--- src/rtl/angle_res_pkg.sv ---
`timescale 1ns/1ps
package angle_res_pkg;
   // Phase accumulator: 2^20 counts per full turn, 2 extra bits for sign and headroom
   localparam int ARS_ATAN_FRAC = 20;
   localparam int ARS_ZW        = ARS_ATAN_FRAC + 2;
   localparam int ARS_ATAN_N    = 16;

   typedef enum logic {ARS_RESOLVER = 1'b0, ARS_SYNCHRO = 1'b1} ars_mode_e;
   typedef logic signed [ARS_ZW-1:0] ars_phase_t;

   // arctan(2^-i) expressed in 2^-20 turns
   function automatic ars_phase_t ars_atan(input logic [7:0] idx);
      case (idx)
         8'd0:    return ars_phase_t'(131072);
         8'd1:    return ars_phase_t'(77376);
         8'd2:    return ars_phase_t'(40884);
         8'd3:    return ars_phase_t'(20753);
         8'd4:    return ars_phase_t'(10417);
         8'd5:    return ars_phase_t'(5213);
         8'd6:    return ars_phase_t'(2607);
         8'd7:    return ars_phase_t'(1304);
         8'd8:    return ars_phase_t'(652);
         8'd9:    return ars_phase_t'(326);
         8'd10:   return ars_phase_t'(163);
         8'd11:   return ars_phase_t'(81);
         8'd12:   return ars_phase_t'(41);
         8'd13:   return ars_phase_t'(20);
         8'd14:   return ars_phase_t'(10);
         8'd15:   return ars_phase_t'(5);
         default: return '0;
      endcase
   endfunction
endpackage

--- src/rtl/ars_fold.sv ---
`timescale 1ns/1ps
module ars_fold
   import angle_res_pkg::*;
#(
   parameter int AW = 16
) (
   input  logic [AW-1:0] angle_i,
   output ars_phase_t    phase_o,
   output logic          flip_o
);
   localparam int SH = ARS_ATAN_FRAC - AW;

   logic [AW-1:0] folded;

   // Angles in the second and third quadrant are moved by half a turn;
   // the resulting sign inversion is undone after the rotation.
   always_comb begin
      flip_o = angle_i[AW-1] ^ angle_i[AW-2];
      folded = flip_o ? {~angle_i[AW-1], angle_i[AW-2:0]} : angle_i;
      phase_o = ars_phase_t'({{(ARS_ZW-AW){folded[AW-1]}}, folded}) <<< SH;
   end
endmodule

--- src/rtl/ars_cordic.sv ---
`timescale 1ns/1ps
module ars_cordic
   import angle_res_pkg::*;
#(
   parameter int ITER = 16,
   parameter int IW   = 20
) (
   input  logic                 clk,
   input  logic                 rst_n,
   input  logic                 start,
   input  ars_phase_t           phase_i,
   input  logic                 flip_i,
   output logic                 busy,
   output logic                 fin,
   output logic signed [IW-1:0] sin_o,
   output logic signed [IW-1:0] cos_o
);
   localparam int FRAC = IW - 2;
   localparam int CW   = $clog2(ITER + 1);
   localparam logic signed [IW-1:0] X0  = IW'(int'(0.6072529350088813 * real'(1 << FRAC)));
   localparam logic signed [IW-1:0] LIM = IW'((1 << FRAC) + 256);

   logic signed [IW-1:0] x_q, y_q, xs, ys;
   ars_phase_t           z_q, da;
   logic [CW-1:0]        cnt_q;
   logic                 run_q, fin_q, flip_q;

   always_comb begin
      xs = x_q >>> cnt_q;
      ys = y_q >>> cnt_q;
      da = ars_atan(8'(cnt_q));
   end

   always_ff @(posedge clk or negedge rst_n) begin
      if (!rst_n) begin
         x_q <= '0; y_q <= '0; z_q <= '0;
         cnt_q <= '0; run_q <= 1'b0; fin_q <= 1'b0; flip_q <= 1'b0;
      end else begin
         fin_q <= 1'b0;
         if (start) begin
            x_q    <= X0;
            y_q    <= '0;
            z_q    <= phase_i;
            flip_q <= flip_i;
            cnt_q  <= '0;
            run_q  <= 1'b1;
         end else if (run_q) begin
            if (!z_q[ARS_ZW-1]) begin
               x_q <= x_q - ys;
               y_q <= y_q + xs;
               z_q <= z_q - da;
            end else begin
               x_q <= x_q + ys;
               y_q <= y_q - xs;
               z_q <= z_q + da;
            end
            if (cnt_q == CW'(ITER - 1)) begin
               run_q <= 1'b0;
               fin_q <= 1'b1;
            end else begin
               cnt_q <= cnt_q + 1'b1;
            end
         end
      end
   end

   assign busy  = run_q | fin_q;
   assign fin   = fin_q;
   assign sin_o = flip_q ? -y_q : y_q;
   assign cos_o = flip_q ? -x_q : x_q;


   mag_bound_chk: assert property (@(posedge clk) disable iff (!rst_n)
      fin |-> (x_q <= LIM && x_q >= -LIM && y_q <= LIM && y_q >= -LIM));
endmodule

--- src/rtl/ars_scale.sv ---
`timescale 1ns/1ps
module ars_scale #(
   parameter int IW   = 20,
   parameter int DW   = 16,
   parameter int FRAC = 18
) (
   input  logic signed [IW-1:0] term_i,
   input  logic signed [DW-1:0] ref_i,
   output logic signed [DW-1:0] val_o
);
   localparam int PW = IW + DW;
   localparam logic signed [PW-1:0] HALF = PW'(1) << (FRAC - 1);
   localparam logic signed [PW-1:0] MAXV = {{(PW-DW+1){1'b0}}, {(DW-1){1'b1}}};
   localparam logic signed [PW-1:0] MINV = {{(PW-DW+1){1'b1}}, {(DW-1){1'b0}}};

   logic signed [PW-1:0] prod, rnd, shf;

   always_comb begin
      prod = {{DW{term_i[IW-1]}}, term_i} * {{IW{ref_i[DW-1]}}, ref_i};
      rnd  = prod + HALF;
      shf  = rnd >>> FRAC;
      if (shf > MAXV)      val_o = MAXV[DW-1:0];
      else if (shf < MINV) val_o = MINV[DW-1:0];
      else                 val_o = shf[DW-1:0];
   end
endmodule

--- src/rtl/ars_mix.sv ---
`timescale 1ns/1ps
module ars_mix
   import angle_res_pkg::*;
#(
   parameter int IW = 20,
   parameter int DW = 16
) (
   input  logic signed [IW-1:0] sin_i,
   input  logic signed [IW-1:0] cos_i,
   input  logic signed [DW-1:0] ref_i,
   input  ars_mode_e            mode_i,
   output logic [2:0][DW-1:0]   lane_o
);
   localparam int FRAC = IW - 2;
   localparam logic signed [IW-1:0] RT3H = IW'(int'(0.8660254037844386 * real'(1 << FRAC)));

   logic signed [2*IW-1:0] kc_w;
   logic signed [IW-1:0]   kc, half;
   logic signed [IW-1:0]   term [3];

   always_comb begin
      kc_w = {{IW{cos_i[IW-1]}}, cos_i} * {{IW{RT3H[IW-1]}}, RT3H};
      kc   = kc_w[FRAC+IW-1:FRAC];
      half = sin_i >>> 1;
      term[0] = sin_i;
      if (mode_i == ARS_SYNCHRO) begin
         term[1] = kc - half;
         term[2] = -kc - half;
      end else begin
         term[1] = cos_i;
         term[2] = '0;
      end
   end

   for (genvar g = 0; g < 3; g++) begin : g_lane
      logic signed [DW-1:0] v;
      ars_scale #(.IW(IW), .DW(DW), .FRAC(FRAC)) u_scale (
         .term_i (term[g]),
         .ref_i  (ref_i),
         .val_o  (v)
      );
      assign lane_o[g] = v;
   end
endmodule

--- src/rtl/angle_resolver_gen.sv ---
`timescale 1ns/1ps
module angle_resolver_gen
   import angle_res_pkg::*;
#(
   parameter int AW   = 16,
   parameter int DW   = 16,
   parameter int ITER = 16,
   parameter int IW   = 20
) (
   input  logic                 clk,
   input  logic                 rst_n,
   input  logic                 mode_synchro,
   input  logic                 in_valid,
   output logic                 in_ready,
   input  logic [AW-1:0]        in_angle,
   input  logic signed [DW-1:0] in_ref,
   output logic                 done,
   output logic signed [DW-1:0] line_a,
   output logic signed [DW-1:0] line_b,
   output logic signed [DW-1:0] line_c
);
   localparam int LAT = ITER + 1;

   if (ITER < 1 || ITER > ARS_ATAN_N) begin : g_bad_iter
      $error("ITER must lie between 1 and %0d", ARS_ATAN_N);
   end
   if (AW < 4 || AW > ARS_ATAN_FRAC) begin : g_bad_aw
      $error("AW must lie between 4 and %0d", ARS_ATAN_FRAC);
   end
   if (IW < 12 || IW > 30) begin : g_bad_iw
      $error("IW must lie between 12 and 30");
   end
   if (DW < 4 || DW > 32) begin : g_bad_dw
      $error("DW must lie between 4 and 32");
   end

   ars_mode_e            mode_e;
   ars_phase_t           phase;
   logic                 flip, accept, busy, fin;
   logic signed [IW-1:0] sin_v, cos_v;
   logic signed [DW-1:0] ref_q;
   logic [2:0][DW-1:0]   lanes;

   assign mode_e   = ars_mode_e'(mode_synchro);
   assign in_ready = !busy;
   assign accept   = in_valid && in_ready;

   ars_fold #(.AW(AW)) u_fold (
      .angle_i (in_angle),
      .phase_o (phase),
      .flip_o  (flip)
   );

   ars_cordic #(.ITER(ITER), .IW(IW)) u_cordic (
      .clk     (clk),
      .rst_n   (rst_n),
      .start   (accept),
      .phase_i (phase),
      .flip_i  (flip),
      .busy    (busy),
      .fin     (fin),
      .sin_o   (sin_v),
      .cos_o   (cos_v)
   );

   ars_mix #(.IW(IW), .DW(DW)) u_mix (
      .sin_i  (sin_v),
      .cos_i  (cos_v),
      .ref_i  (ref_q),
      .mode_i (mode_e),
      .lane_o (lanes)
   );

   always_ff @(posedge clk or negedge rst_n) begin
      if (!rst_n) begin
         ref_q  <= '0;
         done   <= 1'b0;
         line_a <= '0;
         line_b <= '0;
         line_c <= '0;
      end else begin
         if (accept) ref_q <= in_ref;
         done <= fin;
         if (fin) begin
            line_a <= lanes[0];
            line_b <= lanes[1];
            line_c <= lanes[2];
         end
      end
   end

   // Latency watch: counts edges since the accepting edge
   logic [7:0] lat_cnt;
   logic       lat_pend;
   always_ff @(posedge clk or negedge rst_n) begin
      if (!rst_n) begin
         lat_cnt  <= '0;
         lat_pend <= 1'b0;
      end else if (accept) begin
         lat_cnt  <= '0;
         lat_pend <= 1'b1;
      end else if (lat_pend) begin
         lat_cnt <= lat_cnt + 1'b1;
         if (done) lat_pend <= 1'b0;
      end
   end


   done_latency_chk: assert property (@(posedge clk) disable iff (!rst_n)
      done |-> (lat_pend && lat_cnt == 8'(LAT)));

   line_hold_chk: assert property (@(posedge clk) disable iff (!rst_n)
      !done |-> ($stable(line_a) && $stable(line_b) && $stable(line_c)));

   ready_drop_chk: assert property (@(posedge clk) disable iff (!rst_n)
      (in_valid && in_ready) |=> !in_ready);

   resolver_c_zero_chk: assert property (@(posedge clk) disable iff (!rst_n)
      (done && !mode_synchro) |-> (line_c == '0));

   zero_ref_chk: assert property (@(posedge clk) disable iff (!rst_n)
      (done && ref_q == '0) |-> (line_a == '0 && line_b == '0 && line_c == '0));
endmodule

--- config.mk ---
export PLATFORM = sky130hd
export DESIGN_NAME = angle_resolver_gen
export DESIGN_NICKNAME = d
export VERILOG_FILES = /design/src/rtl/angle_res_pkg.sv /design/src/rtl/ars_fold.sv /design/src/rtl/ars_cordic.sv /design/src/rtl/ars_scale.sv /design/src/rtl/ars_mix.sv /design/src/rtl/angle_resolver_gen.sv
export SDC_FILE = /design/constraint.sdc
export NUM_CORES = 2
export LEC_CHECK = 0
export ABC_AREA = 1
export ABC_CLOCK_PERIOD_IN_PS = 20700
export BUFFER_PORTS_ARGS = -buffer_cell sky130_fd_sc_hd__buf_4
export CAP_MARGIN = 20
export CORE_ASPECT_RATIO = 1.75
export CORE_UTILIZATION = 37
export CTS_CLUSTER_DIAMETER = 80
export CTS_CLUSTER_SIZE = 16
export DETAILED_ROUTE_END_ITERATION = 8
export PLACE_DENSITY_LB_ADDON = 0.2
export SYNTH_ARGS = -nofsm -noshare
export SYNTH_HDL_FRONTEND = slang
export SYNTH_HIERARCHICAL = 1
export SYNTH_SLANG_ARGS = --single-unit
--- constraint.sdc ---
create_clock -name clk -period 20.7 [get_ports clk]
set_clock_uncertainty 0.2 [all_clocks]
set_input_delay 1.035 -clock clk [delete_from_list [all_inputs] [get_ports clk]]
set_output_delay 1.035 -clock clk [all_outputs]
set_load 0.05 [all_outputs]
Word-level counts from Yosys, hierarchy flattened
Memories as Yosys holds them, arrays and structs flattened.
Index checks and enable logic that the tools add are counted.

operators by class
  $add $sub $neg = 15
  $mul = 4
  $lt $le $gt $ge = 6
  equal/unequal tests = 2
  shift-type cells = 2
  muxes and demuxes = 29
  bitwise operators = 3
  reduce and logical (&&, ||, !) cells = 4

operator list
  cell                                                                               number
  20-bit 2-to-1 mux                                                                  8
  16-bit 2-to-1 mux                                                                  7
  36-bit by 19-bit adder with 36-bit output, second input constant                   3
  20-bit by 16-bit multiplier with 36-bit output                                     3
  22-bit 2-to-1 mux                                                                  4
  20-bit negator                                                                     3
  18-bit by 16-bit greater-than comparator with 1-bit output, second input constant  3
  18-bit by 16-bit less-than comparator with 1-bit output, second input constant     3
  20-bit adder                                                                       2
  40-bit 2-to-1 mux                                                                  1
  20-bit by 5-bit >>> shifter with 20-bit output                                     2
  20-bit by 19-bit subtractor with 20-bit output                                     2
  20-bit subtractor                                                                  2
  20-bit by 19-bit multiplier with 38-bit output, second input constant              1
  22-bit adder                                                                       1
  22-bit subtractor                                                                  1
  5-bit 2-to-1 mux                                                                   3
  1-bit 2-to-1 mux                                                                   6
  5-bit by 1-bit adder with 5-bit output, second input constant                      1
  5-bit by 4-bit equality test with 1-bit output, second input constant              1
  2-bit != test, second input constant                                               1
  2-bit AND reduction                                                                1
  2-bit nonzero test                                                                 1
  1-bit logical AND                                                                  1
  4 further kinds                                                                    4

storage, ports and cells
  bits in registers = 135
  ROM bits = 288
  input port bits = 36
  memories = 1

memories
  name             words  bits a word  rd ports  clocked after Yosys merged registers in  write ports  line                 source
  (no name shown)  16     18           1         0                                        0            angle_res_pkg.sv:13  case (idx)

Depth between registers and ports, before layout
  depth in word-level cells = 11
  depth in mapped cells = 77

Hierarchy
Netlist, hierarchy kept.

modules (own cells, without submodules)
  module                                   instances  cells each  area each (um^2)  seq. area each (um^2)
  ars_scale (u_mix.g_lane[0].u_scale ...)  2          1669        12505.7           0.0
  ars_scale (u_mix.g_lane[2].u_scale)      1          1699        12736.0           0.0
  ars_mix                                  1          1515        11723.7           0.0
  ars_cordic                               1          1609        10012.1           1751.7
  angle_resolver_gen                       1          274         2538.7            1626.6
  ars_fold                                 1          28          183.9             0.0

Worst setup path before layout
No wires, ideal clock.

  path kind = reg2reg
  start point = register u_cordic.x_q[2]
  end point = register line_c[13]
  library setup time = 0.134 ns
  data arrival time = 14.925 ns
  slack = 5.441 ns
  cell stages (with the launch flop) = 72
  buffers on the path = 2
  period minus slack after synthesis = 15.259 ns
  cells stage by stage = dfrtp_1 > nor3_1 > nand2_1 > nor2_1 > nand2_1 > nor3_1 > nand2_1 > nor3_1 > a41oi_1 > xor2_1 > inv_1 > fa_1 > inv_1 > ha_1 > inv_1 > fa_1 > inv_1 > fa_1 > [... 36 more ...] > fa_1 > inv_1 > fa_1 > ha_1 > inv_2 > nor3_1 > nand2_1 > nor3_1 > nand2_1 > nand2_1 > nand2_1 > nand2_4 > inv_2 > nand2_2 > buf_6 > nand2_2 > nand2_1 > o21ai_0

RTL lines
  element                 line                      source
  start, declared         ars_cordic.sv:23          logic signed [IW-1:0] x_q, y_q, xs, ys;
  start signal, assigned  ars_cordic.sv:49          x_q <= x_q - ys;
  start signal, assigned  ars_cordic.sv:53          x_q <= x_q + ys;
  end signal, assigned    angle_resolver_gen.sv:87  line_c <= lanes[2];
  end, declared           angle_resolver_gen.sv:20  output logic signed [DW-1:0] line_c

==> impl_metrics.env <==
export IMPL_status="complete, no violations"
export IMPL_die_area_mm2=0.1698
export IMPL_cp_slowest_cell="fa_1"
export IMPL_grt_max_degree=67
export IMPL_grt_pass1_vias=57763
export IMPL_ys_types=64
export IMPL_synth_warnings=6
export IMPL_start_util_pct=37.37
export IMPL_final_min_clock_period_ns=17.50
export IMPL_final_cells=10567
export IMPL_syn_instance_count=8463
export IMPL_cts_root_buf="clkbuf_16"
export IMPL_synth_edf_count=0
export IMPL_synth_ff_type="dfrtp_1"
export IMPL_fmax_mhz=57.15
export IMPL_cts_reportedPaths_clkPinSlew_ns=0.08
export IMPL_critPathMostFrequentCell="inv_1"
export IMPL_setup_viol=0
export IMPL_grt_usage_pct=23.73
export IMPL_cp_max_fo=16
export IMPL_avgRoutedWirePerCell_um=18.49
export IMPL_ios=86
export IMPL_utilization_pct=39.46
export IMPL_path_class="reg2reg"
export IMPL_final_common_cell="inv_1"
export IMPL_cp_required_ns=20.89
export IMPL_port_buffers=85
export IMPL_rows=198
export IMPL_grt_antenna_before_repair=2
export IMPL_ys_seq_elements=135
export IMPL_vias=52107
export IMPL_vias_per_cell=4.931
export IMPL_hold_violations=0
export IMPL_cts_buffer_depth=3
export IMPL_regToRegStartpoint="u_cordic/x_q[0]"
export IMPL_detail_route_antenna_nets=0
export IMPL_rsz0062_at_grt="false"
export IMPL_ys_async_sr_fraction_pct=100.0
export IMPL_dpl_cell_count=10533
export IMPL_clk_latency_ns=0.58
export IMPL_period_share_pct=84.53
export IMPL_hp_class="in2async"
export IMPL_cts_hold_buf=0
export IMPL_fillers=17720
export IMPL_syn_area_mm2=0.06221
export IMPL_drt_total_wl_um=195400
export IMPL_mostFrequentLayoutCells="inv_1 (2,329), nand2_1 (2,046), fa_1 (1,161), ha_1 (548), nor2_1 (379)"
export IMPL_syn_avg_cell_area_um2=7.350
export IMPL_final_max_slew_viol_count=0
export IMPL_drc=0
export IMPL_dr_pass1_iters=6
export IMPL_max_slew_margin_rel_pct=21.86
export IMPL_dp_hpwl_um=161300
export IMPL_worst_pin_slew_ns=1.168
export IMPL_core_area_mm2=0.1665
export IMPL_clock_sinks=135
export IMPL_htreeDepth=4
export IMPL_tns_ns=0
export IMPL_cts_resized=0
export IMPL_cts_setup_buffers=0
export IMPL_drive_gt1_share_pct=4.769
export IMPL_post_dp_cell_area_mm2=0.06498
export IMPL_fp_dieH_um=544.4
export IMPL_syn_to_final_growth_pct=5.606
export IMPL_start_kind="flop"
export IMPL_crit_arrival_ns=17.69
export IMPL_grt_overflow=0
export IMPL_critPathLaunch="u_cordic/x_q[0]"
export IMPL_postLayoutCellArea_mm2=0.06569
export IMPL_place_congestion=0.9096
export IMPL_max_stage_delay_ns=0.92
export IMPL_fin_nets=10105
export IMPL_maxCapViolCount=0
export IMPL_die_w_um=312.0
export IMPL_tritoncts="done"
export IMPL_dr_first_iter_drc_count=2178
export IMPL_cp_end_kind="flop"
export IMPL_grt_pass1_wl_um=311600
export IMPL_ys_seq_area_share_pct=5.431
export IMPL_numCtsBuffers=25
[per-layer routing]
metal  track usage, %  wire, um  share of wire (%)
met1            22.67     66060                 34
met2            49.02    112400                 58
met3            1.464      4622                2.4
met4            13.29     12320                6.3
met5                0         0                  0
[worst max-delay path: cells and delay by family, from the launching register on]
kind | cells | cell delay (ns)
and+or+nand+nor | 19 | 3.43
AOI/OAI and AO/OA | 12 | 2.30
buffers and inverters | 17 | 1.83
xor gates and xnor gates | 3 | 1.15
DFF | 1 | 0.59
adders and majority gates | 17 | 7.78
[area by class of cell]
type | instances | area, um2 | area share, %
well taps | 2200 | 2753 | 4.190
flip-flops and latches | 135 | 3401 | 5.177
multi-input cells | 5680 | 48710 | 74.15
inverters | 2343 | 8797 | 13.39
clock inverters | 3 | 45.04 | 0.06857
clock buffers | 30 | 664.4 | 1.011
repair buffers | 175 | 1318 | 2.006
diodes | 1 | 2.502 | 0.003809
[flip-flops by register name (all words and copies together) (netlist names)]
register,count
line_a,16
line_b,16
u_cordic/x_q,20
done,1
u_cordic/run_q,1
line_c,16
u_cordic/cnt_q,5
u_cordic/fin,1
u_cordic/z_q,22
u_cordic/y_q,20
u_cordic/flip_q,1
ref_q,16
[metrics by stage]
step                setup slack [ns]  hold slack (ns)
detailed placement             3.204           0.2726
CTS                            3.142           0.2335
floorplan                      5.441           0.2515
global route                   1.802           0.2650
global placement               3.410           0.2608
finish                         3.202           0.2465
[cells in the mapped netlist (12+ instances only)]
master	instances	share of area, %
nor4_1	15	0.15
xor2_1	145	2.0
o31ai_1	18	0.22
nand2_2	70	0.70
nor3_1	53	0.43
buf_4	40	0.48
a21boi_0	12	0.14
xnor2_1	71	1.0
buf_2	20	0.16
nand2_1	2046	12
o21ai_0	263	2.1
inv_1	2330	14
dfrtp_1	135	5.4
nor2_1	384	2.3
nand4_1	35	0.35
nor2_2	15	0.15
a31oi_1	17	0.17
buf_6	17	0.31
a21o_1	26	0.31
o21bai_1	30	0.36
o22ai_1	29	0.29
o211ai_1	14	0.17
ha_1	548	11
fa_1	1161	37
a21oi_1	284	2.3
or2_2	18	0.18
clkbuf_1	226	1.4
nand3_1	312	2.5
o21ai_1	33	0.27
[kinds of logic after synthesis]
group | synth area share (%)
fa+ha+maj | 48.39
buf+inv | 16.51
compound gates | 6.893
other cells | 0.006028
xor+xnor | 3.067
simple gates | 19.71
flops | 5.431
[worst paths after layout]
check                          endpoint  slack (ns)  cells after the start
max                           line_c[4]        3.20                     68
min                           line_c[6]        0.25                      1
max reg2reg                   line_c[4]        3.20                     68
min reg2reg                   ref_q[14]        0.28                      2
max in group asynchronous  u_cordic/fin       18.12                      3
min in group clk              ref_q[14]        0.28                      2
Power is left out: the tool's default activity adds up to more than one toggle a clock period on the data nets, which glitch-free logic cannot reach.
